`src/rtl/bufsh_pkg.sv`:
```
package bufsh_pkg;

   typedef enum logic [2:0] {
      OP_HOLD  = 3'd0,
      OP_CLEAR = 3'd1,
      OP_LOAD  = 3'd2,
      OP_FLOW  = 3'd3,
      OP_SHIFT = 3'd4
   } chain_op_e;

endpackage

```
`src/rtl/bufsh_ctrl.sv`:
```
module bufsh_ctrl
   import bufsh_pkg::*;
(
   input  logic      cap_stb,
   input  logic      shf_stb,
   input  logic      load_n,
   input  logic      clr_n,
   output chain_op_e op
);

   // priority: clear, then load (flow-through when a capture coincides), then shift
   always_comb begin
      if (!clr_n)
         op = OP_CLEAR;
      else if (!load_n)
         op = cap_stb ? OP_FLOW : OP_LOAD;
      else if (shf_stb)
         op = OP_SHIFT;
      else
         op = OP_HOLD;
   end

endmodule

```
`src/rtl/bufsh_store.sv`:
```
module bufsh_store #(
   parameter int WIDTH = 8
) (
   input  logic             clk,
   input  logic             rst_n,
   input  logic             cap_stb,
   input  logic [WIDTH-1:0] par_in,
   output logic [WIDTH-1:0] st_q
);

   always_ff @(posedge clk) begin
      if (!rst_n)
         st_q <= '0;
      else if (cap_stb)
         st_q <= par_in;
   end

endmodule

```
`src/rtl/bufsh_chain.sv`:
```
module bufsh_chain
   import bufsh_pkg::*;
#(
   parameter int WIDTH = 8
) (
   input  logic             clk,
   input  logic             rst_n,
   input  chain_op_e        op,
   input  logic [WIDTH-1:0] st_q,
   input  logic [WIDTH-1:0] par_in,
   input  logic             ser_in,
   output logic [WIDTH-1:0] sh_q
);

   for (genvar i = 0; i < WIDTH; i++) begin : g_stage
      logic below;
      logic nxt;

      if (i == 0) begin : g_head
         assign below = ser_in;
      end else begin : g_body
         assign below = sh_q[i-1];
      end

      always_comb begin
         unique case (op)
            OP_CLEAR: nxt = 1'b0;
            OP_LOAD:  nxt = st_q[i];
            OP_FLOW:  nxt = par_in[i];
            OP_SHIFT: nxt = below;
            default:  nxt = sh_q[i];
         endcase
      end

      always_ff @(posedge clk) begin
         if (!rst_n)
            sh_q[i] <= 1'b0;
         else
            sh_q[i] <= nxt;
      end
   end

endmodule

```
`src/rtl/bufsh_piso.sv`:
```
module bufsh_piso
   import bufsh_pkg::*;
#(
   parameter int WIDTH = 8
) (
   input  logic             clk,
   input  logic             rst_n,
   input  logic             cap_stb,
   input  logic             shf_stb,
   input  logic [WIDTH-1:0] par_in,
   input  logic             ser_in,
   input  logic             load_n,
   input  logic             clr_n,
   output logic             ser_out
);

   localparam int MSB = WIDTH - 1;

   if (WIDTH < 2) begin : g_bad_width
      $error("bufsh_piso: WIDTH must be at least 2");
   end

   chain_op_e        op;
   logic [WIDTH-1:0] st_q;
   logic [WIDTH-1:0] sh_q;

   bufsh_ctrl u_ctrl (
      .cap_stb (cap_stb),
      .shf_stb (shf_stb),
      .load_n  (load_n),
      .clr_n   (clr_n),
      .op      (op)
   );

   bufsh_store #(.WIDTH(WIDTH)) u_store (
      .clk     (clk),
      .rst_n   (rst_n),
      .cap_stb (cap_stb),
      .par_in  (par_in),
      .st_q    (st_q)
   );

   bufsh_chain #(.WIDTH(WIDTH)) u_chain (
      .clk    (clk),
      .rst_n  (rst_n),
      .op     (op),
      .st_q   (st_q),
      .par_in (par_in),
      .ser_in (ser_in),
      .sh_q   (sh_q)
   );

   assign ser_out = sh_q[MSB];

endmodule

```
`config.mk`:
```
export PLATFORM = sky130hd
export DESIGN_NAME = bufsh_piso
export DESIGN_NICKNAME = d
export VERILOG_FILES = /design/src/rtl/bufsh_pkg.sv /design/src/rtl/bufsh_ctrl.sv /design/src/rtl/bufsh_store.sv /design/src/rtl/bufsh_chain.sv /design/src/rtl/bufsh_piso.sv
export SDC_FILE = /design/constraint.sdc
export NUM_CORES = 1
export LEC_CHECK = 0
export BUFFER_PORTS_ARGS = -buffer_cell sky130_fd_sc_hd__buf_2
export CAP_MARGIN = 20
export CORE_UTILIZATION = 40
export DETAILED_ROUTE_END_ITERATION = 6
export HOLD_SLACK_MARGIN = 0.08
export MAX_ROUTING_LAYER = met4
export REMOVE_ABC_BUFFERS = 1
export SYNTH_ARGS = -nofsm -noshare
export SYNTH_HDL_FRONTEND = slang
export SYNTH_SLANG_ARGS = --single-unit
```
`constraint.sdc`:
```
create_clock -name clk -period 0.8 [get_ports clk]
set_input_delay 0 -clock clk [delete_from_list [all_inputs] [get_ports clk]]
set_output_delay 0 -clock clk [all_outputs]
set_load 0.005 [all_outputs]
```
# After elaboration in Yosys (flattened, before gate mapping)
# Cells that the tools add are included.
[classes]
eq_ne = 4
shift = 0
order_cmp = 0
n_reduce_logical = 1
n_bitwise = 0
mul = 0
add_sub_neg = 0
mux = 12
div_mod_pow = 0
[ops]
columns = ["operator", "n"]
rows = [
  ["$pmux 1 s4", 8],
  ["$mux 3", 3],
  ["$eq 3x2->1 const B", 2],
  ["$reduce_bool 4->1", 1],
  ["$eq 3x1->1 const B", 1],
  ["$eq 3x3->1 const B", 1],
  ["$mux 1", 1],
]
[word_totals]
out_inout_bits = 1
latch_bits = 0
romBits = 0
ff_bits = 16
ramBits = 0
in_bits = 15
mem_count = 0

# Longest topological paths before layout
[logic_depth]
word_depth = 5
mapped_depth = 3
mapped_depth_nobuf = 2

# Modules after synthesis
# A second synthesis with hierarchy kept.
[unflattened]
cells_unflattened = 84
hier_area_um2 = 839.6
[modules_own_cells]
columns = ["module", "cells_each", "area_per_inst_um2", "n_inst", "seq_area_each_um2"]
rows = [
  ["bufsh_chain", 55, 513.0, 1, 160.2],
  ["bufsh_store", 25, 301.5, 1, 160.2],
  ["bufsh_ctrl", 4, 25.0, 1, 0.0],
]

# Worst setup path before layout
# OpenSTA, ideal clock, no wires.
[synth_path]
path_type = "reg2reg"
startpoint = "reg u_store.st_q[0]"
endpoint = "reg u_chain.sh_q[0], in the netlist u_chain.g_stage[1].below"
arrival_time_ns = 0.513
path_buffers = 0
stages_incl_launch_ff = 3
setup_slack_ns = 0.162
synth_period_minus_slack_ns = 0.638
path_cell_list = "dfxtp_1 -> mux2i_1 -> o22ai_1"
[synth_via]
elab_chain_cells = 1
[synth_lines]
columns = ["element", "line_no", "text"]
rows = [
  ["start: declaration", "bufsh_store.sv:8", "output logic [WIDTH-1:0] st_q"],
  ["start signal: assignment", "bufsh_store.sv:15", "st_q <= par_in;"],
  ["$pmux 1 s4", "bufsh_chain.sv:26", "unique case (op)"],
  ["end signal: indexed assignment", "bufsh_chain.sv:39", "sh_q[i] <= nxt;"],
  ["end: declaration", "bufsh_chain.sv:12", "output logic [WIDTH-1:0] sh_q"],
]
# No other way between the ends.
# A chain may end at the register's enable or synchronous reset.

# Worst setup path in the final report
[layout_path]
startpoint = "in par_in[1]"
endpoint = "reg u_chain.sh_q[1], in the netlist u_chain.g_stage[2].below"
[layout_via]
elab_chain_cells = 1
[layout_lines]
columns = ["element", "line_no", "text"]
rows = [
  ["start: declaration", "bufsh_piso.sv:10", "input logic [WIDTH-1:0] par_in,"],
  ["$pmux 1 s4", "bufsh_chain.sv:26", ""],
]
# No other way between the ends.

==> flow_summary.json <==
{
  "outcome": "completed",
  "crit_path_end": "u_chain.g_stage[2].below",
  "post-route-min-period_ps": 767,
  "swShare_pct": 22.7,
  "rr_startpoint": "u_store.st_q[1]",
  "place_inst": 81,
  "grt_max_degree": 11,
  "p_switching_w": 0.000329,
  "start_util_pct": 42.8,
  "viasPerCell": 4.99,
  "syn-instance-count": 53,
  "clkLatencyLatePin_ps": 280,
  "path_max_fanout": 2,
  "seq_area_um2": 320,
  "io_pins": 16,
  "wl_um": 1160,
  "cp-startpoint": "par_in[1]",
  "via_count": 459,
  "layout.nets": 93,
  "slew-limit-headroom_pct": 80.9,
  "p_comb_share_pct": 13.6,
  "worst_pin_slew_ps": 287,
  "met3_usage_pct": 2.61,
  "rows": 14,
  "yosysUniqueCellTypes": 8,
  "rr_worst_depth": 2,
  "min_from": "rst_n",
  "clockPowerShare_pct": 28.0,
  "yosysWarningCount": 0,
  "required_ps": 970,
  "die_y_um": 41.9,
  "seq_area_frac_synth_pct": 50.3,
  "fmaxAchievable_ghz": 1.30,
  "rsz0062_at_grt": "no",
  "grt_pass1_wl_um": 1910,
  "syn_area_um2": 637,
  "cts_made_buffers": 3,
  "fin_crit_sh_pct": 95.9,
  "crit_type": "in -> reg",
  "antenna_found_initial": 0,
  "critPathLaunchType": "primary input",
  "top_usage_layer": "met2",
  "drt_iter0_drc": 4,
  "cts.sinks": 16,
  "leakage_nw": 0.360,
  "ir_worst_vdd_mv": 1.13,
  "grt.total_usage_pct": 15.1,
  "finalHoldViolCount": 0,
  "coreArea_mm2": 0.00149,
  "min_path_type": "in -> reg",
  "wl_per_cell_um": 12.6,
  "drcViolationCount": 0,
  "first_pass_iters": 2,
  "cp-end-kind": "flop",
  "final-max-slew-violation-count": 0,
  "antenna_left": 0,
  "maxCapViolations": 0,
  "max_stage_delay_ps": 530,
  "multi_input_area_um2": 302,
  "die_x_um": 41.9,
  "synth-seq-cells": 16,
  "arrival_ps": 940,
  "dp_slack_ps": 30.5,
  "clk_pin_slew_worst_paths_ps": 80,
  "met2_usage_pct": 22.8,
  "cts_max_path_buffers": 2,
  "use_met1_pct": 18.5,
  "finalSetupTns_ps": 0,
  "p_per_area_mw_per_mm2": 1760,
  "port_buffers": 15,
  "setup_viol": 0,
  "crit_slowest_cell": "dlygate4sd3_1",
  "fin_skew_ps": 1.75,
  "drive_gt1_share_pct": 28.9,
  "tritoncts": "built",
  "area_growth_pct": 29.5,
  "gp_congestion": 0.664,
  "fin_ws_ps": 33.1,
  "fillers": 143,
  "avgSynthCellArea_um2": 12.0,
  "h-tree-depth": 1,
  "die_area_mm2": 0.00176,
  "ctsHoldBuffers": 9,
  "diodes": 0,
  "grt_pass1_vias": 449,
  "path_cells": "dlygate4sd3_1 -> buf_2 -> mux2i_2 -> o22ai_1",
  "seqPwrFrac_pct": 58.4,
  "reg2reg_slack_ps": 90,
  "worstReg2RegEnd": "u_chain.g_stage[2].below",
  "final_cells": 92,
  "p_int_w": 0.00112,
  "overflow": 0,
  "cts_root_buffer": "clkbuf_4"
}
-- routing by layer --
metal  routed length, um  vias to the layer above  share of wire [%]
li1                    -                      241                  -
met4                  37                        0                3.2
met5                   0                        -                  0
met3                  54                        5                4.7
met1                 579                      198                 50
met2                 488                       15                 42
-- flip-flops by register name (all words and copies together) (netlist names) --
| name | cells |
|---|---|
| u_chain.g_stage.below | 7 |
| u_store.st_q | 8 |
| u_chain.sh_q | 1 |
-- logic make-up (layout without fill, tap and decap cells) --
kind of cell	Yosys count	in the layout	synth area share [%]
mux	16	16	25.1
simple gates	10	10	12.6
compound gates	8	8	7.86
buf+inv	3	26	4.12
flops	16	16	50.3
-- per-stage QoR --
| stage | hold WS (ps) | total power [W] | area, um^2 | util, % |
|---|---|---|---|---|
| after floorplan | 128 | 0.000943 | 611 | - |
| after global placement | 267 | 0.00102 | 706 | 47.4 |
| after detailed placement | 286 | 0.00102 | 706 | 47.4 |
| after CTS | 67.9 | 0.00146 | 818 | 55.0 |
| after global routing | 56.5 | 0.00154 | 825 | 55.4 |
| final | 68.7 | 0.00145 | 825 | 55.4 |
-- worst max-delay path, delay by kind of cell --
kind | cells | cell delay (ps)
AOI/OAI and AO/OA | 1 | 110
muxes | 1 | 170
buffers and inverters | 2 | 650
-- cell type report --
class / count / area share (%)
flip-flops and latches: 16 / 38.8
well taps: 16 / 2.43
clock buffers: 3 / 2.73
multi-input cells: 34 / 36.6
repair buffers: 23 / 19.4
-- worst min path at each step --
stage	end	slack, ps	cells after the start
2_1_floorplan	u_store.st_q[0]	130	1
3_3_place_gp	u_chain.g_stage[1].below	270	3
3_5_place_dp	u_chain.g_stage[1].below	290	3
4_1_cts	u_store.st_q[0]	70	2
5_1_grt	u_store.st_q[4]	60	2
6_report	u_store.st_q[0]	70	2
-- Yosys cell counts --
library cell / number / area (um^2)
nand3_2: 1 / 10.0
dfxtp_1: 16 / 320
buf_6: 1 / 11.3
nor2b_1: 8 / 50.1
nand3b_4: 1 / 20.0
o22ai_1: 8 / 50.1
mux2i_1: 16 / 160
buf_4: 2 / 15.0
-- power by group through the flow --
stage	Sequential, W	Combinational [W]	Clock (W)
after floorplan	0.000859	0.0000831	0
after global placement	0.000862	0.000155	0
after detailed placement	0.000863	0.000157	0
after CTS	0.000845	0.000191	0.000426
after global routing	0.000850	0.000215	0.000478
final	0.000846	0.000197	0.000406
-- cell usage in the layout (no fill, tap or decap) --
cell | netlist | layout
buf_2 | 0 | 14
clkbuf_4 | 0 | 3
dfxtp_1 | 16 | 16
dlygate4sd3_1 | 0 | 9
mux2i_1 | 16 | 13
mux2i_2 | 0 | 3
nand3_2 | 1 | 1
nand3b_4 | 1 | 1
nor2b_1 | 8 | 8
o22ai_1 | 8 | 8
-- repair_timing --
item                                    CTS  global route
setup buffers                             0             0
endpoints found under the setup margin    0             3
resized for setup                         0             3
hold endpoints to repair                 16             8
Note: power is estimated with default switching activity, not from simulation.
